--- config.mk ---
export PLATFORM = sky130hd
export DESIGN_NAME = i2c_bit_front
export DESIGN_NICKNAME = d
export VERILOG_FILES = /design/src/rtl/i2cfe_pkg.sv /design/src/rtl/i2cfe_filter.sv /design/src/rtl/i2cfe_edges.sv /design/src/rtl/i2cfe_shifter.sv /design/src/rtl/i2c_bit_front.sv
export SDC_FILE = /design/constraint.sdc
export NUM_CORES = 1
export LEC_CHECK = 0
export CORE_ASPECT_RATIO = 1.5
export CORE_MARGIN = 2
export CORE_UTILIZATION = 38
export DETAILED_ROUTE_END_ITERATION = 7
export DONT_BUFFER_PORTS = 1
export SETUP_SLACK_MARGIN = 0.5
export SKIP_LAST_GASP = 1
export SLEW_MARGIN = 20
export SYNTH_ARGS = -nofsm -noshare
export SYNTH_HDL_FRONTEND = slang
export SYNTH_SLANG_ARGS = --single-unit
--- constraint.sdc ---
create_clock -name clk -period 2.8 [get_ports clk]
set_clock_uncertainty 0.15 [all_clocks]
set_input_delay 0.7 -clock clk [delete_from_list [all_inputs] [get_ports clk]]
set_output_delay 0.7 -clock clk [all_outputs]
set_load 0.02 [all_outputs]
--- src/rtl/i2cfe_pkg.sv ---
package i2cfe_pkg;
   typedef struct packed {
      logic scl_rise;
      logic scl_fall;
      logic start;
      logic stop;
   } bus_ev_t;
endpackage

--- src/rtl/i2cfe_filter.sv ---
module i2cfe_filter #(
   parameter int SYNC_LEN = 2,
   parameter int FILT_CYC = 8
) (
   input  logic clk,
   input  logic rst_n,
   input  logic raw,
   output logic clean
);
   logic [SYNC_LEN-1:0] sync_q;
   logic                clean_q;
   logic                settled;

   initial assert (SYNC_LEN >= 2) else $error("SYNC_LEN below 2");
   initial assert (FILT_CYC >= 0) else $error("FILT_CYC negative");

   always_ff @(posedge clk or negedge rst_n) begin
      if (!rst_n) sync_q <= '1;
      else        sync_q <= {sync_q[SYNC_LEN-2:0], raw};
   end
   assign settled = sync_q[SYNC_LEN-1];

   generate
      if (FILT_CYC <= 1) begin : g_bypass
         always_ff @(posedge clk or negedge rst_n) begin
            if (!rst_n) clean_q <= 1'b1;
            else        clean_q <= settled;
         end
      end else begin : g_count
         localparam int CW = $clog2(FILT_CYC + 1);
         localparam logic [CW-1:0] LAST = CW'(FILT_CYC - 1);
         logic [CW-1:0] run_q;
         always_ff @(posedge clk or negedge rst_n) begin
            if (!rst_n) begin
               run_q   <= '0;
               clean_q <= 1'b1;
            end else if (settled == clean_q) begin
               run_q <= '0;
            end else if (run_q == LAST) begin
               run_q   <= '0;
               clean_q <= settled;
            end else begin
               run_q <= run_q + 1'b1;
            end
         end
      end
   endgenerate

   assign clean = clean_q;

   // a new filtered level always comes from the synchronized input
   assert_filt_follow_R2: assert property (@(posedge clk) disable iff (!rst_n)
      !$stable(clean_q) |-> clean_q == $past(settled));
   // agreement between input and output keeps the output still
   assert_filt_hold_R2: assert property (@(posedge clk) disable iff (!rst_n)
      (settled == clean_q) |=> $stable(clean_q));
endmodule

--- src/rtl/i2cfe_edges.sv ---
module i2cfe_edges
   import i2cfe_pkg::*;
(
   input  logic    clk,
   input  logic    rst_n,
   input  logic    scl_c,
   input  logic    sda_c,
   output bus_ev_t ev
);
   logic scl_prev_q, sda_prev_q;

   always_ff @(posedge clk or negedge rst_n) begin
      if (!rst_n) begin
         scl_prev_q <= 1'b1;
         sda_prev_q <= 1'b1;
      end else begin
         scl_prev_q <= scl_c;
         sda_prev_q <= sda_c;
      end
   end

   always_comb begin
      ev.scl_rise = scl_c & ~scl_prev_q;
      ev.scl_fall = ~scl_c & scl_prev_q;
      ev.start    = scl_c & scl_prev_q & sda_prev_q & ~sda_c;
      ev.stop     = scl_c & scl_prev_q & ~sda_prev_q & sda_c;
   end

   // Start and Stop are never reported in the same cycle
   assert_start_stop_excl_R3: assert property (@(posedge clk) disable iff (!rst_n)
      !(ev.start && ev.stop));
endmodule

--- src/rtl/i2cfe_shifter.sv ---
module i2cfe_shifter
   import i2cfe_pkg::*;
#(
   parameter int DW = 8
) (
   input  logic          clk,
   input  logic          rst_n,
   input  bus_ev_t       ev,
   input  logic          sda_c,
   input  logic [DW-1:0] tx_byte,
   input  logic          tx_load,
   input  logic          ack_drive,
   output logic          sda_oe,
   output logic [DW-1:0] rx_byte,
   output logic          rx_strobe,
   output logic          ack_strobe,
   output logic          ack_level,
   output logic          start_seen,
   output logic          stop_seen
);
   localparam int CNTW = $clog2(DW + 2);
   localparam logic [CNTW-1:0] ACK_SLOT = CNTW'(DW);
   localparam logic [CNTW-1:0] LAST_BIT = CNTW'(DW - 1);
   localparam logic [CNTW-1:0] DONE     = CNTW'(DW + 1);

   initial assert (DW >= 2) else $error("DW below 2");

   logic            active_q, tx_on_q, oe_q;
   logic [CNTW-1:0] cnt_q;
   logic [DW-1:0]   rx_q, tx_q;
   logic            rxv_q, ackv_q, nack_q, start_q, stop_q;

   always_ff @(posedge clk or negedge rst_n) begin
      if (!rst_n) begin
         active_q <= 1'b0;
         tx_on_q  <= 1'b0;
         oe_q     <= 1'b0;
         cnt_q    <= '0;
         rx_q     <= '0;
         tx_q     <= '0;
         rxv_q    <= 1'b0;
         ackv_q   <= 1'b0;
         nack_q   <= 1'b0;
         start_q  <= 1'b0;
         stop_q   <= 1'b0;
      end else begin
         rxv_q   <= 1'b0;
         ackv_q  <= 1'b0;
         start_q <= 1'b0;
         stop_q  <= 1'b0;
         if (ev.start || ev.stop) begin
            active_q <= ev.start;
            cnt_q    <= '0;
            oe_q     <= 1'b0;
            tx_on_q  <= 1'b0;
            start_q  <= ev.start;
            stop_q   <= ev.stop;
         end else if (active_q) begin
            if (ev.scl_rise) begin
               if (cnt_q < ACK_SLOT) begin
                  rx_q  <= {rx_q[DW-2:0], sda_c};
                  cnt_q <= cnt_q + 1'b1;
                  rxv_q <= (cnt_q == LAST_BIT);
               end else if (cnt_q == ACK_SLOT) begin
                  ackv_q <= 1'b1;
                  nack_q <= sda_c;
                  cnt_q  <= DONE;
               end
            end else if (ev.scl_fall) begin
               if (cnt_q == DONE) begin
                  cnt_q   <= '0;
                  tx_on_q <= tx_load;
                  tx_q    <= tx_byte;
                  oe_q    <= tx_load & ~tx_byte[DW-1];
               end else if (cnt_q == ACK_SLOT) begin
                  tx_on_q <= 1'b0;
                  oe_q    <= ack_drive;
               end else if (cnt_q != '0 && tx_on_q) begin
                  tx_q <= tx_q << 1;
                  oe_q <= ~tx_q[DW-2];
               end
            end
         end
      end
   end

   assign sda_oe     = oe_q;
   assign rx_byte    = rx_q;
   assign rx_strobe  = rxv_q;
   assign ack_strobe = ackv_q;
   assign ack_level  = nack_q;
   assign start_seen = start_q;
   assign stop_seen  = stop_q;

   // byte and ninth-clock strobes never coincide
   assert_strobe_excl_R4: assert property (@(posedge clk) disable iff (!rst_n)
      !(rxv_q && ackv_q));
   // no receive strobe outside a framed transfer
   assert_rx_in_frame_R9: assert property (@(posedge clk) disable iff (!rst_n)
      (rxv_q || ackv_q) |-> active_q);
   // the pad enable moves only after a clock fall or a bus condition
   assert_oe_after_fall_R6: assert property (@(posedge clk) disable iff (!rst_n)
      !$stable(oe_q) |-> $past(ev.scl_fall || ev.start || ev.stop));
endmodule

--- src/rtl/i2c_bit_front.sv ---
module i2c_bit_front
   import i2cfe_pkg::*;
#(
   parameter int SYNC_LEN = 2,
   parameter int FILT_CYC = 8,
   parameter int DW       = 8
) (
   input  logic          clk,
   input  logic          rst_n,
   input  logic          scl_i,
   input  logic          sda_i,
   output logic          sda_oe,
   input  logic [DW-1:0] tx_byte,
   input  logic          tx_load,
   input  logic          ack_drive,
   output logic [DW-1:0] rx_byte,
   output logic          rx_strobe,
   output logic          ack_strobe,
   output logic          ack_level,
   output logic          start_seen,
   output logic          stop_seen
);
   logic    scl_c, sda_c;
   bus_ev_t ev;

   i2cfe_filter #(.SYNC_LEN(SYNC_LEN), .FILT_CYC(FILT_CYC)) u_scl_filt (
      .clk(clk), .rst_n(rst_n), .raw(scl_i), .clean(scl_c));

   i2cfe_filter #(.SYNC_LEN(SYNC_LEN), .FILT_CYC(FILT_CYC)) u_sda_filt (
      .clk(clk), .rst_n(rst_n), .raw(sda_i), .clean(sda_c));

   i2cfe_edges u_edges (
      .clk(clk), .rst_n(rst_n), .scl_c(scl_c), .sda_c(sda_c), .ev(ev));

   i2cfe_shifter #(.DW(DW)) u_shift (
      .clk(clk), .rst_n(rst_n), .ev(ev), .sda_c(sda_c),
      .tx_byte(tx_byte), .tx_load(tx_load), .ack_drive(ack_drive),
      .sda_oe(sda_oe), .rx_byte(rx_byte), .rx_strobe(rx_strobe),
      .ack_strobe(ack_strobe), .ack_level(ack_level),
      .start_seen(start_seen), .stop_seen(stop_seen));
endmodule

# Word level (Yosys, flattened, before mapping)
# Cells that the tools add are included.
[word_totals]
ff_bits = 43
output_inout_bits = 14
word_cells = 108
[classes]
n_addsub = 3
order_cmp = 1
eq_ne = 10
n_mux = 38
bitwise = 19
n_reduce_logical = 18
[op_table]
columns = ["cell", "count"]
rows = [
  ["4-bit 2-to-1 mux", 11],
  ["1-bit 2-to-1 mux", 24],
  ["7-bit 2-to-1 mux", 3],
  ["4-bit AND reduction", 4],
  ["4-bit by 1-bit adder with 4-bit output (second input constant)", 3],
  ["4-bit by 3-bit equality test with 1-bit output (second input constant)", 3],
  ["1-bit NOT", 11],
  ["3-bit nonzero test", 3],
  ["1-bit AND", 8],
  ["4-bit equality test (second input constant)", 2],
  ["4-bit nonzero test", 2],
  ["6-bit AND reduction", 1],
  ["2-bit nonzero test", 3],
  ["5-bit AND reduction", 1],
  ["4-bit < comparator (second input constant)", 1],
  ["2-bit by 1-bit != test with 1-bit output (second input constant)", 2],
  ["4-bit by 1-bit != test with 1-bit output (second input constant)", 1],
  ["2-bit AND reduction", 2],
  ["1-bit equality test", 2],
  ["1-bit logical AND", 1],
  ["1-bit logical OR", 1],
]

# Longest topological paths before layout
# Gate-level depths: netlist (run 1).
[logic_depth]
word_depth = 9
mapped_depth = 7
depth_no_buf = 6

# Hierarchy
# A second synthesis (run 1) with hierarchy kept.
[unflattened]
cells_unflattened = 150
area_unflattened_um2 = 1969.4
[modules_own_cells]
columns = ["module", "instances", "cells_each", "area_each_um2"]
rows = [
  ["i2cfe_shifter", 1, 106, 1306.3],
  ["i2cfe_filter", 2, 19, 289.0],
  ["i2cfe_edges", 1, 6, 85.1],
]

# Worst setup path after synthesis (run 1)
# Ideal clock, no wire load.
[synth_timing]
path_type = "register to register"
from = "register u_edges.scl_prev_q"
to = "register u_shift.tx_q[1]"
t_arrival_ns = 1.762
t_required_ns = 2.525
setup_slack_ns = 0.763
stages_incl_launch_ff = 8
cell_sequence = "dfstp_2 -> inv_1 -> ha_1 -> inv_1 -> nand3_1 -> a211o_1 -> buf_2 -> mux2_2"
[synth_between]
elab_chain_len = 6
word_cells_on_any_way = 12
[synth_rtl]
columns = ["item", "line", "text"]
rows = [
  ["start, declared", "i2cfe_edges.sv:10", "logic scl_prev_q, sda_prev_q;"],
  ["start signal, assigned", "i2cfe_edges.sv:17", "scl_prev_q <= scl_c;"],
  ["1-bit AND", "i2cfe_edges.sv:25, i2cfe_edges.sv:26", ""],
  ["1-bit AND (on tied branches) (2 in a row)", "i2cfe_edges.sv:25, i2cfe_edges.sv:26", ""],
  ["1-bit logical OR", "i2cfe_shifter.sv:51", "if (ev.start || ev.stop) begin"],
  ["1-bit NOT (no line)", "n/a", ""],
  ["6-bit AND reduction (no line) *", "n/a", ""],
  ["end signal, assigned", "i2cfe_shifter.sv:73", "tx_q <= tx_byte;"],
  ["end signal, assigned", "i2cfe_shifter.sv:79", "tx_q <= tx_q << 1;"],
  ["end, declared", "i2cfe_shifter.sv:30", "logic [DW-1:0] rx_q, tx_q;"],
]
# Every way passes the cells marked *; elsewhere a longest branch is shown, timed or not.
# A chain may end at the register's enable or synchronous reset.

# Worst setup path after layout (run 1)
[layout_timing]
from = "register u_edges.scl_prev_q"
to = "register u_shift.tx_q[5]"
# The elaborated chain is that of the path after synthesis.

==> run summary, run 1 <==
Worst min path class - primary input to async pin
Vias in the first global route - 1253
Worst hold slack - 0.0837 ns
FP Rows - 32
Overall power after layout - 1370 uW
Top FF cell, synth - dfrtp_1
Grt ovf - 0
Status - finished, final reports clean
Critical Path AT - 2.19 ns
All-Layer GR Usage - 13.7%
Final Critical Period - 2.16 ns
Netlist cell types - 41
Core area - 5080 um^2
Die ar. - 5800 um^2
Top-count cell post-synth - dfrtp_1
Clock root cell - clkbuf_8
P&R area growth vs syn - 8.50%
Routability-driven placement congestion ratio - 0.895
Global-route wire length before repair - 6050 um
Cell taking the most area after synthesis - dfrtp_1
N_diodes - 0
Yosys warning count - 0
DP HPWL - 2590 um
Final ANT Viol Nets - 0
WS Path Type - flip-flop to flip-flop
Fmax - 464 MHz
MaxCap Viol Count - 0
Num CTS Buffers - 5
Routed WL per cell - 15.1 um
CTS Buffer Depth - 2
FF-to-FF End - u_shift.tx_q[5]$_DFFE_PN0P_
Worst r2r src - u_edges.scl_prev_q$_DFF_PN1_
Via density - 5.18
Fin Setup TNS - 0 ns
Worst Tran Pin Value - 0.499 ns
Setup ws final - 0.644 ns
Final net count - 189
Nature of the critical path startpoint - flip-flop
First-pass iteration count of the detailed router - 5
RSZ-0062 raised after global routing - no
CP Max Fanout - 7
Initial antenna violation count - 0
Drt drc - 0
WP data required - 2.83 ns
Pin count of the biggest net entering global routing - 36
Clk_lat worst skew - 0.29 ns
Final Max Tran Viols - 0
Die height - 92.3 um
Clock transition at path regs - 0.08 ns
Peak supply drop - 0.000379 V
Leading cell types by count after synthesis - dfrtp_1 (35), mux2_2 (20), nor2_1 (11)
Final hold violations - 0
Synthesized net count - 185
Register area share after synthesis - 55.0%
Final setup vio count - 0
H-tree depth - 2
Die width - 62.8 um
Max_slew headroom - 65.8%
Port Buf Inserts - 0
Pleak - 0.000940 uW
Synth area leaders - dfrtp_1 (44%), mux2_2 (11%), dfstp_2 (11%)
FF-to-FF setup slack - 0.64 ns
Share of cells above drive strength 1 - 25.0%
Detailed-route via count - 1222
TritonCTS clock tree - built
Critical Path End Type - flip-flop
Clk sinks - 43
Cell Area, Synth - 1970 um^2
Syn avg cell area - 12.1 um^2
#FFs+latches synth - 43
Dpl ws - 0.556 ns
I/O pins - 28
Top cell type's share of synthesized area - 44.4%
Final period utilization - 77.0%
Pwr Density - 642 nW/um^2
Initial Utilization - 38.8%
FFs w/ async S/R, synth - 100%
DR iter-0 viols - 36
Post-synth EDFFs - 0
Reg2Reg Depth - 6
Mapped Cells - 163
Routed wire length - 3550 um
[power breakdown]
part | switching (uW) | internal [uW] | total, uW
Sequential | 73.6 | 713 | 787
Combinational | 113 | 95.7 | 209
Clock | 203 | 174 | 378
Total | 390 | 983 | 1370
[worst max-delay path: stages, from the launching register on]
cell and delay (ns):
dfstp_2 0.55, inv_1 0.04, ha_1 0.24, inv_1 0.17
nand3_2 0.17, a211o_2 0.42, mux2_2 0.29
[per-stage QoR]
step | instances | util, % | instance area (um^2)
floorplan | 163 | - | 1970
global placement | 226 | 39.8 | 2020
detailed placement | 226 | 39.8 | 2020
CTS | 235 | 41.8 | 2130
global route | 236 | 42.1 | 2140
finish | 236 | 42.1 | 2140
[registers in the layout (all words and copies together) (netlist names), 2 cells and up]
signal	flops
u_sda_filt.g_count.run_q	4
u_shift.rx_byte	8
u_shift.cnt_q	4
u_sda_filt.sync_q	2
u_scl_filt.sync_q	2
u_scl_filt.g_count.run_q	4
u_shift.tx_q	7
[cell families (layout without fill, tap and decap cells)]
kind of cell | Yosys count | count (layout) | synth area share (%)
buffers and inverters | 12 | 17 | 3.17
xor gates and xnor gates | 5 | 5 | 2.22
DFF | 43 | 43 | 55.0
muxes | 22 | 22 | 12.4
and+or+nand+nor | 49 | 49 | 13.7
adders and majority gates | 8 | 8 | 5.07
AOI/OAI and AO/OA | 24 | 24 | 8.37
[per-layer routing]
metal	global-route usage, %	share of wire, %	up-vias
met5	0	0	-
met4	6.11	2.1	0
li1	-	-	579
met2	24.1	55	27
met1	14.8	37	608
met3	4.54	5.5	8
[layout by cell type, fill, tap and decap left out, drive strengths merged, types with 2 or more instances in the layout]
cell / count
nand3: 4
nor2: 11
xnor2: 4
buf: 2
ha: 8
nand2b: 2
o21a: 2
nand2: 11
nor4: 2
clkbuf: 6
o221ai: 2
o21ai: 2
nand4b: 2
mux2: 20
inv: 7
mux2i: 2
dfstp: 8
nor2b: 6
dfrtp: 35
nor3: 5
a21oi: 8
[worst max path at each step]
| stage | slack [ns] | cells past startpoint | to | start |
|---|---|---|---|---|
| 6_report | 0.64 | 6 | u_shift.tx_q[5]$_DFFE_PN0P_ | u_edges.scl_prev_q$_DFF_PN1_ |
| 5_1_grt | 0.52 | 6 | u_shift.tx_q[5]$_DFFE_PN0P_ | u_edges.scl_prev_q$_DFF_PN1_ |
| 4_1_cts | 0.54 | 4 | u_shift.rx_byte[4]$_DFFE_PN0P_ | u_scl_filt.clean$_DFFE_PN1P_ |
| 3_5_place_dp | 0.56 | 4 | u_shift.rx_byte[4]$_DFFE_PN0P_ | u_scl_filt.clean$_DFFE_PN1P_ |
| 3_3_place_gp | 0.61 | 4 | u_shift.rx_byte[2]$_DFFE_PN0P_ | u_scl_filt.clean$_DFFE_PN1P_ |
| 2_1_floorplan | 0.76 | 7 | u_shift.tx_q[1]$_DFFE_PN0P_ | u_edges.scl_prev_q$_DFF_PN1_ |
[cell type report]
| class | count | area, um^2 |
|---|---|---|
| fillers | 481 | 2940 |
| flip-flops and latches | 43 | 1090 |
| multi-input cells | 108 | 831 |
| well taps | 68 | 85.1 |
| clock buffers | 6 | 72.6 |
| repair buffers | 2 | 27.5 |
| inverters | 7 | 26.3 |
| clock inverters | 2 | 12.5 |
[what timing repair did]
| item | in CTS | in global routing |
|---|---|---|
| hold endpoints to repair | 35 | 0 |
| endpoints found under the setup margin | 0 | 13 |
| hold buffers | 1 | 0 |
| gates resized for setup | 0 | 2 |
| buffers inserted | 0 | 1 |
Note: power is estimated with default switching activity, not from simulation.
==> run 2, diff against run 1 <==
==> constraint.sdc (replaced) <==
create_clock -name clk -period 2.3 [get_ports clk]
set_clock_uncertainty 0.15 [all_clocks]
set_input_delay 0.575 -clock clk [delete_from_list [all_inputs] [get_ports clk]]
set_output_delay 0.575 -clock clk [all_outputs]
set_load 0.02 [all_outputs]
==> run 2 against run 1 <==
Compared with the run above:
- worst hold slack gained 0.045 ns
- register-to-register slack got worse by 0.22 ns
- design area increased by 16%
- clock power rose by 25%
- die area unchanged
==> run summary, run 2 (synthesis results as in run 1) <==
Most common cell after layout, fill and taps aside - dfrtp_1
FF/Latch Area - 1090 um^2
Final Max Tran Viols - 0
MaxCap Viol Count - 0
Reg2Reg Depth - 6
Placed cells - 230
Worst r2r src - u_sda_filt.clean$_DFFE_PN1P_
Final setup vio count - 0
FF-to-FF setup slack - 0.42 ns
Via density - 5.12
CP Max Fanout - 4
Post-Layout Cell Count - 258
Net Sw Frac - 30.3%
Final Core Density - 48.7%
Pleak - 0.00108 uW
Fmax - 532 MHz
Multi-input logic area - 977 um^2
Initial antenna violation count - 0
Max reg flops - 8
Num CTS Buffers - 5
Status - finished, final reports clean
FP Rows - 32
H-tree depth - 2
Die ar. - 5800 um^2
Hold path endpoint - u_sda_filt.sync_q[0]$_DFF_PN1_
Critical Path AT - 1.91 ns
Clock root cell - clkbuf_8
Final ANT Viol Nets - 0
Peak supply drop - 0.000525 V
Seq pwr share - 50.9%
Initial Utilization - 38.8%
Critical Path End Type - flip-flop
Overall power after layout - 1880 uW
Crit-path cells - nor2b_2 > o21a_4 > buf_6 > nor4_4 > buf_4 > mux2_2
Most frequent cells in the layout - dfrtp_1 (33), buf_4 (17), mux2_2 (15)
Fin Setup TNS - 0 ns
Final Critical Period - 1.88 ns
Placed instance area - 2080 um^2
Grt ovf - 0
Startpoint of the worst hold path - sda_i
Routability-driven placement congestion ratio - 0.746
Worst Tran Pin Value - 0.344 ns
Die width - 62.8 um
Final net count - 211
Vias in the first global route - 1423
Clock transition at path regs - 0.08 ns
Bufs and invs on worst path - 2
N_diodes - 0
Global-route wire length before repair - 6830 um
Detailed-route via count - 1321
Share of cells above drive strength 1 - 43.2%
Port Buf Inserts - 0
Drt drc - 0
CP delay by family, top - flip-flops
Routed wire length - 4120 um
All-Layer GR Usage - 15.1%
P&R area growth vs syn - 25.6%
Pwr Density - 759 nW/um^2
WP data required - 2.33 ns
Pin count of the biggest net entering global routing - 44
WS Path Type - flip-flop to flip-flop
FF-to-FF End - u_shift.rx_byte[6]$_DFFE_PN0P_
TritonCTS clock tree - built
Core area - 5080 um^2
Max_slew headroom - 76.9%
Hold Path Depth - 0
Combinational Power Share - 24.0%
CTS Buffer Depth - 2
Clock power frac - 25.1%
Final hold violations - 0
I/O pins - 28
Slowest CP cell - dfstp_2
Internal - 1310 uW
DR iter-0 viols - 54
First-pass iteration count of the detailed router - 4
DP HPWL - 2690 um
Routed WL per cell - 16.0 um
Nature of the critical path startpoint - flip-flop
Worst path max stage delay - 0.55 ns
Switching power - 569 uW
Final period utilization - 81.8%
RSZ-0062 raised after global routing - yes
Clk sinks - 43
Die height - 92.3 um
Worst min path class - primary input to flip-flop
Layout filler cell count - 486
Clk_lat worst skew - 0.29 ns
Design Area, Final - 2480 um^2
run 2: changes by cell type in the layout (fill, tap and decap cells not counted), sizes merged:
| cell | change |
|---|---|
| dlygate4sd3 | +1 |
| buf | +21 |
run 2: cell type report:
type,instances,area share [%]
clock buffer,6,2.93
tap,68,3.43
inverter,7,1.16
multi-input combinational,108,39.4
clock inverter,2,0.505
timing repair buffer,24,8.63
sequential,43,43.9
run 2: power groups by stage:
stage                     Sequential, uW  Combinational, uW  Clock (uW)
after floorplan                      944                247           0
after global placement               951                272           0
after detailed placement             965                287           0
after CTS                            955                410         480
after global routing                 972                497         509
final                                958                452         472
run 2: worst max-delay path by stage:
| stage | start | to | depth (start not counted) |
|---|---|---|---|
| 2_1_floorplan | u_sda_filt.clean$_DFFE_PN1P_ | u_shift.rx_byte[0]$_DFFE_PN0P_ | 6 |
| 3_3_place_gp | u_shift.cnt_q[1]$_DFFE_PN0P_ | u_shift.tx_q[1]$_DFFE_PN0P_ | 5 |
| 3_5_place_dp | u_scl_filt.clean$_DFFE_PN1P_ | u_shift.cnt_q[2]$_DFFE_PN0P_ | 6 |
| 4_1_cts | u_sda_filt.clean$_DFFE_PN1P_ | u_shift.rx_byte[6]$_DFFE_PN0P_ | 6 |
| 5_1_grt | u_edges.sda_prev_q$_DFF_PN1_ | u_shift.rx_byte[5]$_DFFE_PN0P_ | 6 |
| 6_report | u_sda_filt.clean$_DFFE_PN1P_ | u_shift.rx_byte[6]$_DFFE_PN0P_ | 6 |
run 2: through the flow:
| stage | worst slack, ns | hold WS [ns] |
|---|---|---|
| floorplan | 0.315 | 0.129 |
| global placement | 0.282 | 0.131 |
| detailed placement | 0.232 | 0.131 |
| CTS | 0.416 | 0.119 |
| global route | 0.350 | 0.106 |
| finish | 0.419 | 0.129 |
run 2: per-layer routing:
layer  track usage, %  vias to the layer above  routed length (um)
met4             4.07                        0                  31
met5                0                        -                   0
li1                 -                      619                   -
met2             28.8                       23                2360
met3             3.80                        4                 126
met1             16.2                      675                1600
run 2: what timing repair did:
action / in CTS / in global routing
hold endpoints to repair: 43 / 0
hold buffers: 2 / 0
pin swaps: 3 / 10
setup endpoints to repair: 21 / 22
setup buffers: 14 / 3
resized for setup: 28 / 7
gates cloned: 1 / 0
==> run 3, diff against run 2 <==
==> constraint.sdc (replaced) <==
create_clock -name clk -period 1.5 [get_ports clk]
set_clock_uncertainty 0.15 [all_clocks]
set_input_delay 0.375 -clock clk [delete_from_list [all_inputs] [get_ports clk]]
set_output_delay 0.375 -clock clk [all_outputs]
set_load 0.02 [all_outputs]
==> run 3 against run 2 <==
Compared with the run above:
- the run now ends with hold timing, setup timing left
- combinational power rose by 140%
- sequential power rose by 56%
- largest power group unchanged
- die area did not move
- highest routed layer unchanged
==> run summary, run 3 (synthesis results as in run 1) <==
TritonCTS clock tree - built
Worst Tran Pin Value - 0.341 ns
CP delay by family, top - simple AND/OR/NAND/NOR gates
Clk sinks - 43
Drt drc - 0
Fmax - 542 MHz
WP data required - 1.56 ns
CTS Buffer Depth - 2
Final net count - 232
Peak supply drop - 0.000827 V
Worst min path class - primary input to async pin
Busiest grt layer - met2
Pleak - 0.00122 uW
Clock transition at path regs - 0.08 ns
I/O pins - 28
Critical Path End Type - flip-flop
Final period utilization - 123%
Initial Utilization - 38.8%
Pwr Density - 1220 nW/um^2
Placed instance area - 2330 um^2
Initial antenna violation count - 0
Multi-input logic area - 1080 um^2
FP Rows - 32
Most common cell after layout, fill and taps aside - buf_4
Clk_lat worst skew - 0.30 ns
Final setup vio count - 24
Core area - 5080 um^2
GR Layer Usage met3 - 3.68%
First-pass iteration count of the detailed router - 4
RSZ-0062 raised after global routing - yes
Vias in the first global route - 1549
Global-route wire length before repair - 7380 um
Bufs and invs on worst path - 1
Failing checks - hold timing, setup timing
Grt ovf - 0
Status - finished, violations left
Share of cells above drive strength 1 - 62.1%
Detailed-route via count - 1433
DP HPWL - 2980 um
Max reg flops - 8
Layout filler cell count - 421
Critical Path AT - 1.91 ns
Final Max Tran Viols - 0
Die width - 62.8 um
Max_slew headroom - 77.2%
Nature of the critical path startpoint - flip-flop
Fin Setup TNS - -6.11 ns
Routed WL per cell - 15.9 um
FF/Latch Area - 1100 um^2
Port Buf Inserts - 0
Setup ws final - -0.346 ns
Grt met2 use - 31.5%
Worst path max stage delay - 0.56 ns
N_diodes - 0
Final hold violations - 43
Clock root cell - clkbuf_8
H-tree depth - 2
Hold-fix buffers, CTS - 2
DR iter-0 viols - 36
Overall power after layout - 3440 uW
Routability-driven placement congestion ratio - 0.772
MaxCap Viol Count - 0
Worst hold slack - -0.384 ns
Crit-path cells - buf_4 > ha_4 > nor4bb_4 > nand2_1 > xor2_1 > nor2_1
Final ANT Viol Nets - 0
Die ar. - 5800 um^2
P&R area growth vs syn - 42.7%
CP Max Fanout - 3
WS Path Type - flip-flop to flip-flop
Final Critical Period - 1.85 ns
Slowest CP cell - dfstp_2
Grt met1 use - 16.8%
Final Core Density - 55.4%
Pin count of the biggest net entering global routing - 44
Num CTS Buffers - 5
Design Area, Final - 2820 um^2
Most frequent cells in the layout - buf_4 (29), dfrtp_1 (22), mux2_2 (19)
Routed wire length - 4430 um
Die height - 92.3 um
Via density - 5.14
All-Layer GR Usage - 16.6%
[run 3: cell count changes in the layout (fill, tap and decap cells not counted), sizes merged]
cell,previous run,this run
clkinv,1,0
clkinvlp,1,0
bufinv,0,1
dlygate4sd3,1,2
buf,23,43
clkbuf,6,7
[run 3: worst paths after layout]
kind	end	cells past startpoint	from	slack [ns]
worst max-delay path	u_shift.cnt_q[2]$_DFFE_PN0P_	6	u_edges.scl_prev_q$_DFF_PN1_	-0.35
worst max register to register	u_shift.cnt_q[2]$_DFFE_PN0P_	6	u_edges.scl_prev_q$_DFF_PN1_	-0.35
worst min register to register	u_scl_filt.sync_q[1]$_DFF_PN1_	0	u_scl_filt.sync_q[0]$_DFF_PN1_	0.21
max in group asynchronous	u_sda_filt.sync_q[1]$_DFF_PN1_	0	rst_n	1.40
worst min-delay path	u_sda_filt.g_count.run_q[0]$_DFF_PN0_	0	rst_n	-0.38
min in group clk	u_shift.tx_q[6]$_DFFE_PN0P_	2	tx_byte[6]	0.13
[run 3: layout make-up]
cell class              instances  share of cell area (%)
clock buffers                   7                    2.71
repair buffers                 45                    14.5
well taps                      68                    3.02
flip-flops and latches         43                    39.2
inverters                       7                    1.02
multi-input cells             108                    38.5
clock inverters                 1                    1.07
[run 3: timing repair]
item	4_1_cts	5_1_grt
hold endpoints to repair	45	43
endpoints found under the setup margin	51	52
pin swaps	15	9
buffers inserted	13	3
resized for setup	48	15
[run 3: routing by layer]
metal | wire length, um | vias up
li1 | - | 671
met1 | 1670 | 735
met2 | 2540 | 18
met4 | 103 | 0
met3 | 108 | 9
met5 | 0 | -
[run 3: worst register-to-register path, cell delays in order (launching register included)]
cell	delay (ns)
dfstp_2	0.56
buf_4	0.12
ha_4	0.21
nor4bb_4	0.31
nand2_1	0.11
xor2_1	0.15
nor2_1	0.15
[run 3: metrics by stage]
step                      cells  setup WS [ns]
after floorplan             163         -0.484
after global placement      253         -0.359
after detailed placement    253         -0.443
after CTS                   276         -0.328
after global routing        279         -0.437
final                       279         -0.346
[run 3: where the power goes]
group / total [uW] / internal, uW / switching [uW]
clock: 882 / 498 / 384
combinational: 1070 / 638 / 432
sequential: 1490 / 1330 / 158
total: 3440 / 2470 / 974
